$ cat src/rtl/byte_alu_pkg.sv
// Package: shared operation codes and flag bit positions for the byte ALU.
// Assumes a four-bit operation code. Flag positions are part of the port contract.
package byte_alu_pkg;

    typedef enum logic [3:0] {
        OP_ADD  = 4'd0,
        OP_ADC  = 4'd1,
        OP_SUB  = 4'd2,
        OP_SBB  = 4'd3,
        OP_INC  = 4'd4,
        OP_DEC  = 4'd5,
        OP_AND  = 4'd6,
        OP_OR   = 4'd7,
        OP_XOR  = 4'd8,
        OP_NOT  = 4'd9,
        OP_RLC  = 4'd10,
        OP_RRC  = 4'd11,
        OP_RAL  = 4'd12,
        OP_RAR  = 4'd13,
        OP_RS14 = 4'd14,
        OP_RS15 = 4'd15
    } alu_op_e;

    localparam int FLAG_N = 5;
    localparam int FLG_CY = 0;
    localparam int FLG_AC = 1;
    localparam int FLG_P  = 2;
    localparam int FLG_Z  = 3;
    localparam int FLG_S  = 4;

endpackage

$ cat src/rtl/byte_alu_addsub.sv
// Module: shared adder/subtracter with a nibble-boundary carry tap.
// Subtraction is done as a + ~b + ~borrow. The carry and aux outputs are
// inverted in that case so that they report borrows. Assumes NIB_W < DATA_W.
module byte_alu_addsub #(
    parameter int DATA_W = 8,
    parameter int NIB_W  = 4
) (
    input  logic [DATA_W-1:0] a_i,
    input  logic [DATA_W-1:0] b_i,
    input  logic              sub_i,
    input  logic              cin_i,
    output logic [DATA_W-1:0] sum_o,
    output logic              carry_o,
    output logic              aux_o
);
    logic [DATA_W-1:0] b_eff;
    logic              c0;
    logic [DATA_W:0]   full_sum;
    logic [NIB_W:0]    low_sum;

    // Condition the second operand and the carry-in for add or subtract.
    always_comb begin
        b_eff = sub_i ? ~b_i : b_i;
        c0    = sub_i ^ cin_i;
    end

    // Full-width and low-nibble sums. The nibble sum yields the aux carry.
    always_comb begin
        full_sum = {1'b0, a_i} + {1'b0, b_eff} + {{DATA_W{1'b0}}, c0};
        low_sum  = {1'b0, a_i[NIB_W-1:0]} + {1'b0, b_eff[NIB_W-1:0]}
                 + {{NIB_W{1'b0}}, c0};
    end

    // Present the sum and the carries, turned into borrows on subtraction.
    always_comb begin
        sum_o   = full_sum[DATA_W-1:0];
        carry_o = full_sum[DATA_W] ^ sub_i;
        aux_o   = low_sum[NIB_W] ^ sub_i;
    end
endmodule

$ cat src/rtl/byte_alu_logic.sv
// Module: bitwise unit (AND, OR, XOR, complement of a).
// sel_i: 0 AND, 1 OR, 2 XOR, 3 NOT a. Purely combinational.
module byte_alu_logic #(
    parameter int DATA_W = 8
) (
    input  logic [DATA_W-1:0] a_i,
    input  logic [DATA_W-1:0] b_i,
    input  logic [1:0]        sel_i,
    output logic [DATA_W-1:0] y_o
);
    // Select the bitwise function.
    always_comb begin
        unique case (sel_i)
            2'd0:    y_o = a_i & b_i;
            2'd1:    y_o = a_i | b_i;
            2'd2:    y_o = a_i ^ b_i;
            default: y_o = ~a_i;
        endcase
    end
endmodule

$ cat src/rtl/byte_alu_rotate.sv
// Module: one-place rotator, left or right, circular or through the carry.
// carry_o is the bit shifted out of the operand in every mode.
module byte_alu_rotate #(
    parameter int DATA_W = 8
) (
    input  logic [DATA_W-1:0] a_i,
    input  logic              cy_i,
    input  logic              right_i,
    input  logic              thru_i,
    output logic [DATA_W-1:0] y_o,
    output logic              carry_o
);
    logic fill;

    // Pick the bit that enters the vacated end.
    always_comb begin
        if (thru_i)       fill = cy_i;
        else if (right_i) fill = a_i[0];
        else              fill = a_i[DATA_W-1];
    end

    // Shift by one place and report the bit that leaves.
    always_comb begin
        if (right_i) begin
            y_o     = {fill, a_i[DATA_W-1:1]};
            carry_o = a_i[0];
        end else begin
            y_o     = {a_i[DATA_W-2:0], fill};
            carry_o = a_i[DATA_W-1];
        end
    end
endmodule

$ cat src/rtl/byte_alu_flagreg.sv
// Module: status flag register with a write mask per flag.
// A flag loads only when the enable and its mask bit are both high.
// Synchronous active-low reset clears every flag.
module byte_alu_flagreg #(
    parameter int FLAG_N = 5
) (
    input  logic              clk,
    input  logic              rst_n,
    input  logic              we_i,
    input  logic [FLAG_N-1:0] mask_i,
    input  logic [FLAG_N-1:0] d_i,
    output logic [FLAG_N-1:0] q_o
);
    for (genvar g = 0; g < FLAG_N; g++) begin : g_flag
        // Hold or load one flag bit.
        always_ff @(posedge clk) begin
            if (!rst_n)                  q_o[g] <= 1'b0;
            else if (we_i && mask_i[g]) q_o[g] <= d_i[g];
        end
    end
endmodule

$ cat src/rtl/byte_alu_top.sv
// Module: byte ALU top. It gives a combinational result from op_i/acc_i/opb_i
// and a registered flag set {S,Z,P,AC,CY} that is written under flag_we_i.
// Assumes DATA_W > 4. The aux carry is always taken at the 4-bit boundary.
module byte_alu_top
    import byte_alu_pkg::*;
#(
    parameter int DATA_W = 8
) (
    input  logic              clk,
    input  logic              rst_n,
    input  logic [3:0]        op_i,
    input  logic [DATA_W-1:0] acc_i,
    input  logic [DATA_W-1:0] opb_i,
    input  logic              flag_we_i,
    output logic [DATA_W-1:0] result_o,
    output logic [4:0]        flags_o
);
    localparam int NIB_W = 4;

    alu_op_e           op;
    logic [DATA_W-1:0] as_b;
    logic              as_sub, as_cin;
    logic [DATA_W-1:0] as_sum;
    logic              as_cy, as_ac;
    logic [DATA_W-1:0] lg_y;
    logic [DATA_W-1:0] rt_y;
    logic              rt_cy;
    logic [FLAG_N-1:0] flag_q, flag_d, flag_mask;

    // Interpret the raw opcode.
    always_comb op = alu_op_e'(op_i);

    // Set up the adder for the arithmetic opcodes.
    always_comb begin
        as_b   = opb_i;
        as_sub = 1'b0;
        as_cin = 1'b0;
        unique case (op)
            OP_ADC: as_cin = flag_q[FLG_CY];
            OP_SUB: as_sub = 1'b1;
            OP_SBB: begin as_sub = 1'b1; as_cin = flag_q[FLG_CY]; end
            OP_INC: begin as_b = '0; as_cin = 1'b1; end
            OP_DEC: begin as_b = '0; as_sub = 1'b1; as_cin = 1'b1; end
            default: ;
        endcase
    end

    byte_alu_addsub #(.DATA_W(DATA_W), .NIB_W(NIB_W)) u_addsub (
        .a_i(acc_i), .b_i(as_b), .sub_i(as_sub), .cin_i(as_cin),
        .sum_o(as_sum), .carry_o(as_cy), .aux_o(as_ac)
    );

    byte_alu_logic #(.DATA_W(DATA_W)) u_logic (
        .a_i(acc_i), .b_i(opb_i), .sel_i(op_i[1:0] - 2'd2), .y_o(lg_y)
    );

    byte_alu_rotate #(.DATA_W(DATA_W)) u_rotate (
        .a_i(acc_i), .cy_i(flag_q[FLG_CY]), .right_i(op_i[0]),
        .thru_i(op_i[2]), .y_o(rt_y), .carry_o(rt_cy)
    );

    // Steer the result and the per-flag write mask by operation group.
    always_comb begin
        result_o  = acc_i;
        flag_mask = '0;
        flag_d    = flag_q;
        unique case (op)
            OP_ADD, OP_ADC, OP_SUB, OP_SBB: begin
                result_o  = as_sum;
                flag_mask = 5'b11111;
                flag_d[FLG_CY] = as_cy;
                flag_d[FLG_AC] = as_ac;
            end
            OP_INC, OP_DEC: begin
                result_o  = as_sum;
                flag_mask = 5'b11110;
                flag_d[FLG_AC] = as_ac;
            end
            OP_AND, OP_OR, OP_XOR, OP_NOT: begin
                result_o  = lg_y;
                flag_mask = 5'b11111;
                flag_d[FLG_CY] = 1'b0;
                flag_d[FLG_AC] = 1'b0;
            end
            OP_RLC, OP_RRC, OP_RAL, OP_RAR: begin
                result_o  = rt_y;
                flag_mask = 5'b00001;
                flag_d[FLG_CY] = rt_cy;
            end
            default: ;
        endcase
        flag_d[FLG_S] = result_o[DATA_W-1];
        flag_d[FLG_Z] = (result_o == '0);
        flag_d[FLG_P] = ~^result_o;
    end

    byte_alu_flagreg #(.FLAG_N(FLAG_N)) u_flags (
        .clk(clk), .rst_n(rst_n), .we_i(flag_we_i),
        .mask_i(flag_mask), .d_i(flag_d), .q_o(flag_q)
    );

    // Drive the stored flags out.
    always_comb flags_o = flag_q;
endmodule

$ cat config.mk
export PLATFORM = sky130hd
export DESIGN_NAME = byte_alu_top
export DESIGN_NICKNAME = d
export VERILOG_FILES = /design/src/rtl/byte_alu_pkg.sv /design/src/rtl/byte_alu_addsub.sv /design/src/rtl/byte_alu_logic.sv /design/src/rtl/byte_alu_rotate.sv /design/src/rtl/byte_alu_flagreg.sv /design/src/rtl/byte_alu_top.sv
export SDC_FILE = /design/constraint.sdc
export NUM_CORES = 1
export LEC_CHECK = 0
export CAP_MARGIN = 15
export CORE_MARGIN = 2
export CORE_UTILIZATION = 45
export DETAILED_ROUTE_END_ITERATION = 6
export GPL_TIMING_DRIVEN = 0
export PLACE_DENSITY = 0.67
export SLEW_MARGIN = 40
export SYNTH_ARGS = -nofsm -noshare
export SYNTH_HDL_FRONTEND = slang
export SYNTH_SLANG_ARGS = --single-unit
$ cat constraint.sdc
create_clock -name clk -period 5.6 [get_ports clk]
set_input_delay 0.56 -clock clk [delete_from_list [all_inputs] [get_ports clk]]
set_output_delay 0.56 -clock clk [all_outputs]
set_load 0.01 [all_outputs]
==> Implementation_results.wiki <==
{| class="wikitable"
! Metric !! Value
|-
| Result of the run || complete, no violations
|-
| Internal power consumption || approximately 0.00022 W
|-
| Post-synth design cell area || 1880 um^2
|-
| Number of buffers added to fix hold violations after cts || 0
|-
| Number of buffers inserted by port buffering || 33
|-
| Count of pins over their slew limit || 0
|-
| Worst max-slew margin expressed relative to the limit || roughly half
|-
| Total DRC errors in the routed layout || 0
|-
| Die extent in x || around 69 um
|-
| Total clock buffers created by CTS || 3
|-
| Final estimated routing congestion in global placement || about 0.9
|-
| Final critical path time including I/O delays and setup || 5.31 ns
|-
| Clock slew at reported path FFs || 0.04 ns
|-
| Top flop regs || u_flags.q_o (5)
|-
| Worst Hold Margin || 0.532 ns
|-
| Routed Wire Length || between 5000 and 6000 um
|-
| Via count of the first global-routing pass || 1870
|-
| Category of the critical setup timing path || in2out
|-
| Initial DRT Pass Iterations || 4
|-
| Core Region || about 4000 um^2
|-
| Highest clock rate || approximately 0.19 GHz
|-
| Leakage Power || ~1.0 nW
|-
| Number of flops mapped to enable cells by yosys || 0
|-
| Worst-path maximum fanout || 10
|-
| Remaining global-route overflow || 0
|-
| Placed inst area || around 2300 um^2
|-
| Warnings from Yosys || 0
|-
| Count of different cell masters after synthesis || between 50 and 60
|-
| Slowest stage delay, CP || between 0.4 and 0.5 ns
|-
| Portion of the post-synthesis area used by sequential elements || under 10%
|-
| Maximum number of pins on one net before global-route repair || 11
|-
| Final setup skew || about 0.00066 ns
|-
| Most common cell after layout, fill and taps aside || clkdlybuf4s50_1
|-
| Area growth from synthesis to layout || 24.5%
|-
| Post-synthesis register bit count || 5
|-
| Final hold vios || 0
|-
| H-tree Lvls || 1
|-
| Worst endpoint required time || approximately 5.0 ns
|-
| Number of fill cells || between 400 and 500
|-
| Number of nets with antenna violations after detailed routing || 0
|-
| Antenna violations before repair || 0
|-
| Post-layout nets || roughly 350
|-
| Number of violations reported at the end of detailed-routing iteration 0 || between 100 and 150
|-
| Leading cell types in the layout, fill and taps excluded || clkdlybuf4s50_1, nand2_1, ha_1
|-
| Area of all placed cells without fillers || ~2300 um^2
|-
| Switching power as a share of total power || about two fifths
|-
| Ordered list of cells on the worst path || clkdlybuf4s50_1, buf_2, clkbuf_1, nor3b_4, a21oi_1, o22a_1, fa_1, fa_1, a21o_2, a21oi_2, o21ai_0, xor2_1, a211o_1, clkdlybuf4s50_1
|-
| Power per Cell Area || between 150 and 200 nW/um^2
|-
| Switching power || 0.000159 W
|-
| Cell with the largest stage delay on the worst path || fa_1
|-
| Flop pwr share || 11.4%
|-
| Global-route wire length before repair || 8910 um
|-
| FP Rows || 23
|-
| HPWL Detailed || about 4300 um
|-
| Mean instance size in the synthesized netlist || 7.18 um^2
|-
| Max-cap violations || 0
|-
| Transition at the pin with the smallest max-transition slack || around 0.74 ns
|-
| GRT Overall Usage || about a quarter
|-
| Initial Util || 47.0%
|-
| Type of element capturing the critical path || primary output
|-
| Instance count of the mapped netlist || 262
|-
| Largest Register || u_flags.q_o
|-
| Sequential cell area || 100 um^2
|-
| DIE AREA || around 4700 um^2
|-
| # diodes || 0
|-
| Ports || 36
|-
| Multi-input combinational cell area || roughly 1600 um^2
|-
| Logic pwr share || slightly above 70%
|-
| FFs w/ async S/R, synth || 0%
|-
| Ratio of cells with drive above 1 in the final layout || roughly a tenth
|-
| Net count after synthesis || 314
|-
| Critical Path Source Type || primary input
|-
| Die outline height || roughly 69 um
|-
| Setup violators final || 0
|-
| Number of flip-flops in the largest register || 5
|-
| Peak ir drop on the vdd network || 0.0618 mV
|-
| Via count || just over 2k
|-
| Share of the clock period used by the worst path || 94.9%
|-
| Path type of the worst min-delay path || reg2reg
|-
| Main synth FF type || dfxtp_1
|-
| Biggest area consumer among synthesized cells || ha_1
|-
| Buffer depth of the longest clock path || 2
|-
| Final standard cell utilization of the core || between 50% and 60%
|-
| Clock latency at the later pin of the worst-skew pair || ~0.22 ns
|-
| Clk network pwr share || approximately 18%
|-
| Top-area cell type share of the netlist area || about 18%
|-
| Worst path arrival time || 4.75 ns
|-
| TritonCTS clock tree || done
|-
| Setup repair after global routing missed its margin || false
|-
| Vias per inst || ~5.9
|-
| Top cells by area in the synthesized netlist || ha_1, o21ai_0, nand2_1
|-
| Average wire per standard cell || ~16 um
|-
| Root buffer selected by CTS || clkbuf_8
|-
| Clock Sinks || 5
|}
path summary, 6_finish.rpt:
check / start / depth (start not counted) / slack (ns) / endpoint
hold reg to reg: u_flags.q_o[1] / 2 / 0.53 / u_flags.q_o[1]
setup reg to reg: u_flags.q_o[0] / 16 / 1.54 / u_flags.q_o[2]
hold / removal: u_flags.q_o[1] / 2 / 0.53 / u_flags.q_o[1]
setup / recovery: op_i[2] / 14 / 0.29 / result_o[6]
timing repair:
action / CTS / global route
resized for setup: 1 / 1
setup endpoints to repair: 3 / 3
hold endpoints to repair: 0 / 0
buffers inserted: 1 / 0
power by group through the flow:
stage / clock, W / combinational [W] / sequential [W]
2_1_floorplan: 0 / 0.000170 / 0.0000448
3_3_place_gp: 0 / 0.000259 / 0.0000435
3_5_place_dp: 0 / 0.000262 / 0.0000436
4_1_cts: 0.0000694 / 0.000265 / 0.0000430
5_1_grt: 0.0000707 / 0.000295 / 0.0000436
6_report: 0.0000676 / 0.000268 / 0.0000430
layout make-up:
type | instances | share of cell area, %
clock buffers | 4 | 1.92
well taps | 50 | 2.67
plain buffers | 18 | 3.90
multi-input cells | 217 | 69.3
inverters | 22 | 3.53
repair buffers | 34 | 14.4
flip-flops and latches | 5 | 4.27
critical path: cells and delay by family:
kind / cells / cell delay, ns
AO/OA/AOI/OAI: 6 / 1.29
XOR/XNOR: 1 / 0.17
adder cells (fa/ha/maj): 2 / 0.92
buffers and inverters: 4 / 1.51
AND/OR/NAND/NOR: 1 / 0.29
cells by family after synthesis:
kind of cell | share of synthesized area [%]
compound gates | 35.2
xor+xnor | 3.72
fa+ha+maj | 20.1
buf+inv | 9.24
flops | 5.32
mux | 8.38
simple gates | 18.1
metrics by stage:
| stage | TNS, ns | cells | worst slack (ns) | total power, W |
|---|---|---|---|---|
| final | 0 | 350 | 0.287 | 0.000378 |
| after global routing | 0 | 350 | 0.0168 | 0.000409 |
| after CTS | 0 | 350 | 0.0898 | 0.000377 |
| after detailed placement | -0.928 | 345 | -0.401 | 0.000306 |
| after global placement | -0.771 | 345 | -0.345 | 0.000303 |
| after floorplan | 0 | 262 | 1.13 | 0.000215 |
Yosys cell counts (all sizes together) (2+ instances only):
| library cell | instances |
|---|---|
| nand2 | 27 |
| dfxtp | 5 |
| nor3b | 2 |
| o22ai | 3 |
| ha | 27 |
| a211o | 2 |
| o21a | 3 |
| o211ai | 8 |
| buf | 14 |
| o31ai | 4 |
| a32oi | 2 |
| and2 | 6 |
| o21ai | 24 |
| o211a | 2 |
| o22a | 9 |
| fa | 2 |
| a211oi | 9 |
| mux2 | 4 |
| and3 | 2 |
| mux2i | 9 |
| inv | 22 |
| a21o | 3 |
| xor2 | 4 |
| xnor2 | 4 |
| nand2b | 3 |
| o31a | 3 |
| nor2 | 14 |
| nor2b | 2 |
| a22oi | 2 |
| nor3 | 2 |
| clkbuf | 4 |
| a31oi | 3 |
| a21oi | 17 |
metal layers:
layer / GRT usage, % / wire length (um) / vias to the layer above
li1: - / - / 1037
met1: 33.7 / 2610 / 973
met2: 43.3 / 2660 / 58
met3: 1.62 / 286 / 4
met4: 8.00 / 46 / 0
met5: 0 / 0 / -
Power figures use the tool's default switching activity.
